$ cat config.mk
export PLATFORM = sky130hd
export DESIGN_NAME = cs_seq_top
export DESIGN_NICKNAME = d
export VERILOG_FILES = /design/src/rtl/cs_seq_pkg.sv /design/src/rtl/cs_seq_ctrl.sv /design/src/rtl/cs_seq_dp.sv /design/src/rtl/cs_seq_top.sv
export SDC_FILE = /design/constraint.sdc
export NUM_CORES = 1
export LEC_CHECK = 0
export ABC_AREA = 1
export BUFFER_PORTS_ARGS = -buffer_cell sky130_fd_sc_hd__buf_4
export CORE_MARGIN = 10
export CORE_UTILIZATION = 50
export DETAILED_ROUTE_END_ITERATION = 8
export PLACE_DENSITY_LB_ADDON = 0.15
export SLEW_MARGIN = 0
export SYNTH_ARGS = -nofsm -noshare
export SYNTH_HDL_FRONTEND = slang
export SYNTH_SLANG_ARGS = --single-unit
$ cat constraint.sdc
create_clock -name clk -period 3.6 [get_ports clk]
set_input_delay 0.36 -clock clk [delete_from_list [all_inputs] [get_ports clk]]
set_output_delay 0.36 -clock clk [all_outputs]
set_load 0.05 [all_outputs]
$ cat src/rtl/cs_seq_pkg.sv
package cs_seq_pkg;
  // strobes from the sequencing control to the bit datapath
  typedef struct packed {
    logic subStart;   // a sub-frame begins on this clock
    logic leftStart;  // that sub-frame is the left one
  } csStrb_t;
endpackage

$ cat src/rtl/cs_seq_ctrl.sv
module cs_seq_ctrl
  import cs_seq_pkg::*;
#(
  parameter int FRAMES_PER_BLOCK = 192,
  parameter int HIGH_FRAMES      = 128,
  parameter int CNT_W            = 6,
  localparam int IDX_W           = $clog2(FRAMES_PER_BLOCK)
) (
  input  logic             clk,
  input  logic             rstN,
  input  logic             bitTick,
  input  logic             fsync,
  input  logic             transparent,
  input  logic             blkIn,
  output csStrb_t          strb,
  output logic [IDX_W-1:0] curIdx,
  output logic             blkOut
);
  localparam logic [IDX_W-1:0] LAST_IDX = IDX_W'(FRAMES_PER_BLOCK - 1);
  localparam logic [IDX_W-1:0] DROP_IDX = IDX_W'(HIGH_FRAMES - 1);
  localparam logic [IDX_W-1:0] ZERO_IDX = '0;
  localparam logic [CNT_W-1:0] CNT_MAX  = {CNT_W{1'b1}};
  localparam logic [CNT_W:0]   LEN_ONE  = (CNT_W+1)'(1);

  logic             fsPrev;
  logic             isLeft;
  logic             started;
  logic             blkPrev;
  logic [CNT_W-1:0] bitCnt;
  logic [CNT_W:0]   subLen;
  logic [IDX_W-1:0] frameIdx;

  logic             edgeDet;
  logic             realign;
  logic [IDX_W-1:0] wrapIdx;
  logic [IDX_W-1:0] nextIdx;
  logic [CNT_W-1:0] curCnt;
  logic             dropNow;

  always_comb begin
    edgeDet       = bitTick && (fsync != fsPrev);
    strb.subStart = edgeDet;
    strb.leftStart = edgeDet && fsync;
    realign       = transparent && blkIn && !blkPrev;
    wrapIdx       = (frameIdx == LAST_IDX) ? ZERO_IDX : frameIdx + IDX_W'(1);
    nextIdx       = (!started || realign) ? ZERO_IDX : wrapIdx;
    curIdx        = strb.leftStart ? nextIdx : frameIdx;
    if (edgeDet)
      curCnt = '0;
    else if (bitCnt == CNT_MAX)
      curCnt = bitCnt;
    else
      curCnt = bitCnt + CNT_W'(1);
    dropNow = bitTick && !edgeDet && !isLeft && (frameIdx == DROP_IDX) &&
              (({1'b0, curCnt} + LEN_ONE) == subLen);
  end

  always_ff @(posedge clk) begin
    if (!rstN) begin
      fsPrev   <= 1'b0;
      isLeft   <= 1'b0;
      started  <= 1'b0;
      blkPrev  <= 1'b0;
      bitCnt   <= '0;
      subLen   <= '0;
      frameIdx <= '0;
      blkOut   <= 1'b0;
    end else begin
      if (bitTick) begin
        fsPrev <= fsync;
        bitCnt <= curCnt;
      end
      if (edgeDet) begin
        isLeft <= fsync;
        subLen <= {1'b0, bitCnt} + LEN_ONE;
      end
      if (strb.leftStart) begin
        frameIdx <= nextIdx;
        started  <= 1'b1;
        blkPrev  <= blkIn;
      end
      if (transparent)
        blkOut <= 1'b0;
      else if (strb.leftStart && (nextIdx == ZERO_IDX))
        blkOut <= 1'b1;
      else if (dropNow)
        blkOut <= 1'b0;
    end
  end
endmodule

$ cat src/rtl/cs_seq_dp.sv
module cs_seq_dp
  import cs_seq_pkg::*;
#(
  parameter int FRAMES_PER_BLOCK = 192,
  parameter int PRO_POS          = 0,
  parameter int COPY_POS         = 2,
  parameter int FREQ_A_POS       = 24,
  parameter int FREQ_B_POS       = 25,
  localparam int IDX_W           = $clog2(FRAMES_PER_BLOCK)
) (
  input  logic             clk,
  input  logic             rstN,
  input  csStrb_t          strb,
  input  logic [IDX_W-1:0] curIdx,
  input  logic             serialSel,
  input  logic             cIn,
  input  logic             uIn,
  input  logic             vIn,
  input  logic             proSel,
  input  logic             copyCtl,
  input  logic [1:0]       freqCode,
  output logic             cOut,
  output logic             uOut,
  output logic             vOut
);
  localparam logic [IDX_W-1:0] PRO_IDX    = IDX_W'(PRO_POS);
  localparam logic [IDX_W-1:0] COPY_IDX   = IDX_W'(COPY_POS);
  localparam logic [IDX_W-1:0] FREQ_A_IDX = IDX_W'(FREQ_A_POS);
  localparam logic [IDX_W-1:0] FREQ_B_IDX = IDX_W'(FREQ_B_POS);

  logic dedBit;
  logic cNext;

  always_comb begin
    dedBit = 1'b0;
    if (curIdx == PRO_IDX)    dedBit = proSel;
    if (curIdx == COPY_IDX)   dedBit = ~copyCtl;
    if (curIdx == FREQ_A_IDX) dedBit = freqCode[1];
    if (curIdx == FREQ_B_IDX) dedBit = freqCode[1] ^ freqCode[0];
    cNext = serialSel ? cIn : dedBit;
  end

  always_ff @(posedge clk) begin
    if (!rstN) begin
      cOut <= 1'b0;
      uOut <= 1'b0;
      vOut <= 1'b0;
    end else if (strb.subStart) begin
      cOut <= cNext;
      uOut <= uIn;
      vOut <= vIn;
    end
  end
endmodule

$ cat src/rtl/cs_seq_top.sv
module cs_seq_top
  import cs_seq_pkg::*;
#(
  parameter int FRAMES_PER_BLOCK = 192,
  parameter int HIGH_FRAMES      = 128,
  parameter int CNT_W            = 6
) (
  input  logic       clk,
  input  logic       rstN,
  input  logic       bitTick,
  input  logic       fsync,
  input  logic       cIn,
  input  logic       uIn,
  input  logic       vIn,
  input  logic       serialSel,
  input  logic       proSel,
  input  logic       copyCtl,
  input  logic [1:0] freqCode,
  input  logic       transparent,
  input  logic       blkIn,
  output logic       cOut,
  output logic       uOut,
  output logic       vOut,
  output logic       blkOut
);
  localparam int IDX_W = $clog2(FRAMES_PER_BLOCK);

  csStrb_t          strb;
  logic [IDX_W-1:0] curIdx;

  cs_seq_ctrl #(
    .FRAMES_PER_BLOCK(FRAMES_PER_BLOCK),
    .HIGH_FRAMES     (HIGH_FRAMES),
    .CNT_W           (CNT_W)
  ) ctrl_i (
    .clk        (clk),
    .rstN       (rstN),
    .bitTick    (bitTick),
    .fsync      (fsync),
    .transparent(transparent),
    .blkIn      (blkIn),
    .strb       (strb),
    .curIdx     (curIdx),
    .blkOut     (blkOut)
  );

  cs_seq_dp #(
    .FRAMES_PER_BLOCK(FRAMES_PER_BLOCK)
  ) dp_i (
    .clk      (clk),
    .rstN     (rstN),
    .strb     (strb),
    .curIdx   (curIdx),
    .serialSel(serialSel),
    .cIn      (cIn),
    .uIn      (uIn),
    .vIn      (vIn),
    .proSel   (proSel),
    .copyCtl  (copyCtl),
    .freqCode (freqCode),
    .cOut     (cOut),
    .uOut     (uOut),
    .vOut     (vOut)
  );
endmodule

==> qor.yml <==
synth:
  synth_edf_count: 0
  syn_area_per_cell_sq_um: 6.46
  syn-instance-count: 294
  synth_cell_types: 33
  synth.area.top_cells: "dfxtp_1, nand2_1, inv_1, nand3_1, a21oi_1"
  yosysTopAreaCell: "dfxtp_1"
  synthArstFlopShare: 0
  synth_ff_type: "dfxtp_1"
  ys_ff_latch: 29
  netlist.area_leader.share: 0.306
  synth_seq_area_share: 0.306
  synth_area_sq_um: 1900
  ys_warn_count: 0
  syn_nets: 311
setup_path:
  cp_top_family: "simple AND/OR/NAND/NOR gates"
  r2r_slack_ps: 1050
  crit_fanout: 8
  crit_start: "ctrl_i.bitCnt[0]"
  r2r-end: "ctrl_i.blkOut"
  cp.buffers_inverters: 1
  r2r-start: "ctrl_i.bitCnt[0]"
  path_cells: "ha_1, nand2_1, nor2_1, nand2_1, nand2_1, nand2_1, nand2_1, inv_1, ha_1, xnor2_1, nand3_1, nor2_1, nand3_1, nor2_1, nand3_1, nor2_1, nand2_1, nand2_1, a21oi_2"
  cp-start-kind: "flip-flop"
  cp_slowest_cell: "dfxtp_1"
  cp.arrival_ps: 2730
  crit_cells: 19
  crit_path_end: "ctrl_i.blkOut"
  crit_top_cell: "nand2_1"
  slowest_delay_ps: 450
  cp.required_ps: 3770
  worstRegToRegCells: 19
  critical_path_class: "reg -> reg"
  endpoint_kind: "flip-flop"
routing:
  remaining_drc_errors: 0
  vias: 1787
  vias_per_cell: 4.99
  drtAntennaViolNets: 0
  dr.pass1.iters: 4
  drtIter0Drc: 94
  wl_per_cell_um: 12.2
  totalWireLength_um: 4380
sta:
  hold_viol: 0
  min_period_over_period: 0.709
  worst_pin_slew_ps: 535
  setup_tns_ps: 0
  min_period_ps: 2550
  max_freq_mhz: 392
  skew_ps: 4.68
  slew_headroom: 0.643
  finalSetupViolCount: 0
  rsz0062_at_grt: "no"
  maxSlewViolCount: 0
placement:
  portBuffers: 17
  routabilityCongestion: 0.866
  placed_cells: 351
  hpwl_um: 3350
pwr:
  p_seq_frac: 0.457
  swShare: 0.299
  pwr-share-comb: 0.196
  power.leakage_nw: 0.960
  power_density_nw_per_um2: 369
  p_sw_mw: 0.234
  p_clk_frac: 0.346
  intPower_mw: 0.547
  ir_worst_vdd_mv: 0.239
clock_network:
  cts_tree: "yes"
  cts.clk_slew.worst_paths_ps: 60
  cts_buffer_depth: 2
  numCtsBuffers: 5
  htreeDepth: 2
  cts_sinks: 29
  cts_setup_buffers: 0
  insertion_delay_ps: 280
  cts_hold_buf: 0
  cts_root_buffer: "clkbuf_8"
  cts_resized: 0
final_layout:
  n_fill_cell: 375
  nNetsFinal: 327
  diodes: 0
  fin_cells: 358
  syn_to_final_growth_pct: 11.3
  drive_gt1_frac: 0.142
global_route:
  grt_pass1_vias: 1665
  grt_first_pass_wirelength_um: 7310
  grt_max_degree: 21
  grt_use_total: 0.139
  grt.met3_usage: 0.0415
  antenna_found_initial: 0
  grtUsageMet2: 0.244
  grt_busiest_layer: "met2"
  overflow: 0
  use_met1: 0.153
floorplan:
  pin_count: 18
  fp.dieArea_sq_um: 6660
  dieWidth_um: 81.6
  initial_core_util: 0.519
  num_rows: 22
  die_h_um: 81.6
  fp.coreArea_sq_um: 3660
hold_path:
  hold_start: "vIn"
  hp-class: "in -> reg"
run:
  cap_violations: 0
outcome:
  status: "complete, no violations"
==> final cells by class <==
cell class / instances / area [sq um] / area share
Clock buffer: 7 / 86.3 / 0.0408
Multi-Input combinational cell: 216 / 1110 / 0.523
Sequential cell: 29 / 581 / 0.275
Timing Repair Buffer: 17 / 128 / 0.0604
Tap cell: 48 / 60.1 / 0.0284
Inverter: 41 / 154 / 0.0728
==> layout by cell type, fill, tap and decap left out, types with 2 or more instances in the layout <==
| cell type | count |
|---|---|
| nand2_1 | 78 |
| nand2_2 | 5 |
| xor2_1 | 3 |
| nand3_4 | 2 |
| a21oi_1 | 21 |
| nor3_1 | 3 |
| o21ai_0 | 20 |
| nor2_2 | 3 |
| xnor2_1 | 2 |
| buf_4 | 17 |
| clkbuf_8 | 6 |
| o21bai_1 | 2 |
| ha_1 | 3 |
| nand3_1 | 27 |
| nor2_4 | 4 |
| inv_1 | 40 |
| nor2_1 | 26 |
| nand3b_1 | 2 |
| nand4_1 | 5 |
| dfxtp_1 | 29 |
==> registers in the layout, indices dropped and copies added, names as in the netlist <==
register         cells
dp_i.vOut            1
ctrl_i.blkOut        1
ctrl_i.started       1
ctrl_i.fsPrev        1
dp_i.uOut            1
ctrl_i.isLeft        1
ctrl_i.frameIdx      8
ctrl_i.blkPrev       1
dp_i.cOut            1
ctrl_i.subLen        7
ctrl_i.bitCnt        6
==> worst register-to-register path, stage by stage, from the launching register on <==
cell     delay, ps
dfxtp_1        450
ha_1           300
nand2_1        100
nor2_1         100
nand2_1        110
nand2_1         80
nand2_1         60
nand2_1         90
inv_1           50
ha_1           300
xnor2_1        130
nand3_1         80
nor2_1          90
nand3_1         90
nor2_1          90
nand3_1         70
nor2_1          80
nand2_1         50
nand2_1         80
a21oi_2         50
==> power by group through the flow <==
| stage | combinational [mW] | clock, mW | sequential (mW) |
|---|---|---|---|
| after detailed placement | 0.153 | 0 | 0.364 |
| after global routing | 0.172 | 0.289 | 0.360 |
| after CTS | 0.154 | 0.279 | 0.357 |
| after floorplan | 0.112 | 0 | 0.367 |
| after global placement | 0.152 | 0 | 0.363 |
| final | 0.153 | 0.270 | 0.357 |
==> cells by family (layout without fill, tap and decap cells) <==
group,count (synthesis),after routing,synth area share
DFF,29,29,0.306
AOI/OAI and AO/OA,49,49,0.143
adders and majority gates,3,3,0.0198
buffers and inverters,49,65,0.112
xor gates and xnor gates,5,5,0.0231
and+or+nand+nor,159,159,0.397
==> per-layer routing <==
layer	up-vias	part of all wire
met5	-	0
met4	0	0.019
met3	8	0.034
met2	21	0.50
met1	783	0.45
li1	975	-
==> synthesized netlist by cell type (4+ instances only) <==
cell type / count
nand3_1: 27
nor2_4: 4
nand2_1: 78
a21oi_1: 21
o21ai_0: 20
dfxtp_1: 29
nand2_2: 5
nor2_1: 26
inv_1: 40
nand4_1: 5
==> through the flow <==
stage                     cell area (sq um)  setup WS (ps)  power [mW]  utilization  hold slack (ps)
final                                  2110           1050       0.780        0.578              329
after global routing                   2110            769       0.821        0.578              331
after CTS                              2110           1040       0.790        0.578              324
after detailed placement               2030           1040       0.517        0.554              448
after global placement                 2030           1150       0.515        0.554              443
after floorplan                        1900           1290       0.479            -              429
==> worst min-delay path by stage <==
stage                      to  slack (ps)  depth (start not counted)
4_1_cts         ctrl_i.blkOut         320                          3
6_report            dp_i.vOut         330                          3
5_1_grt             dp_i.uOut         330                          3
2_1_floorplan  ctrl_i.blkPrev         430                          2
3_5_place_dp   ctrl_i.blkPrev         450                          2
3_3_place_gp   ctrl_i.blkPrev         440                          2
Note: power is estimated with default switching activity, not from simulation.
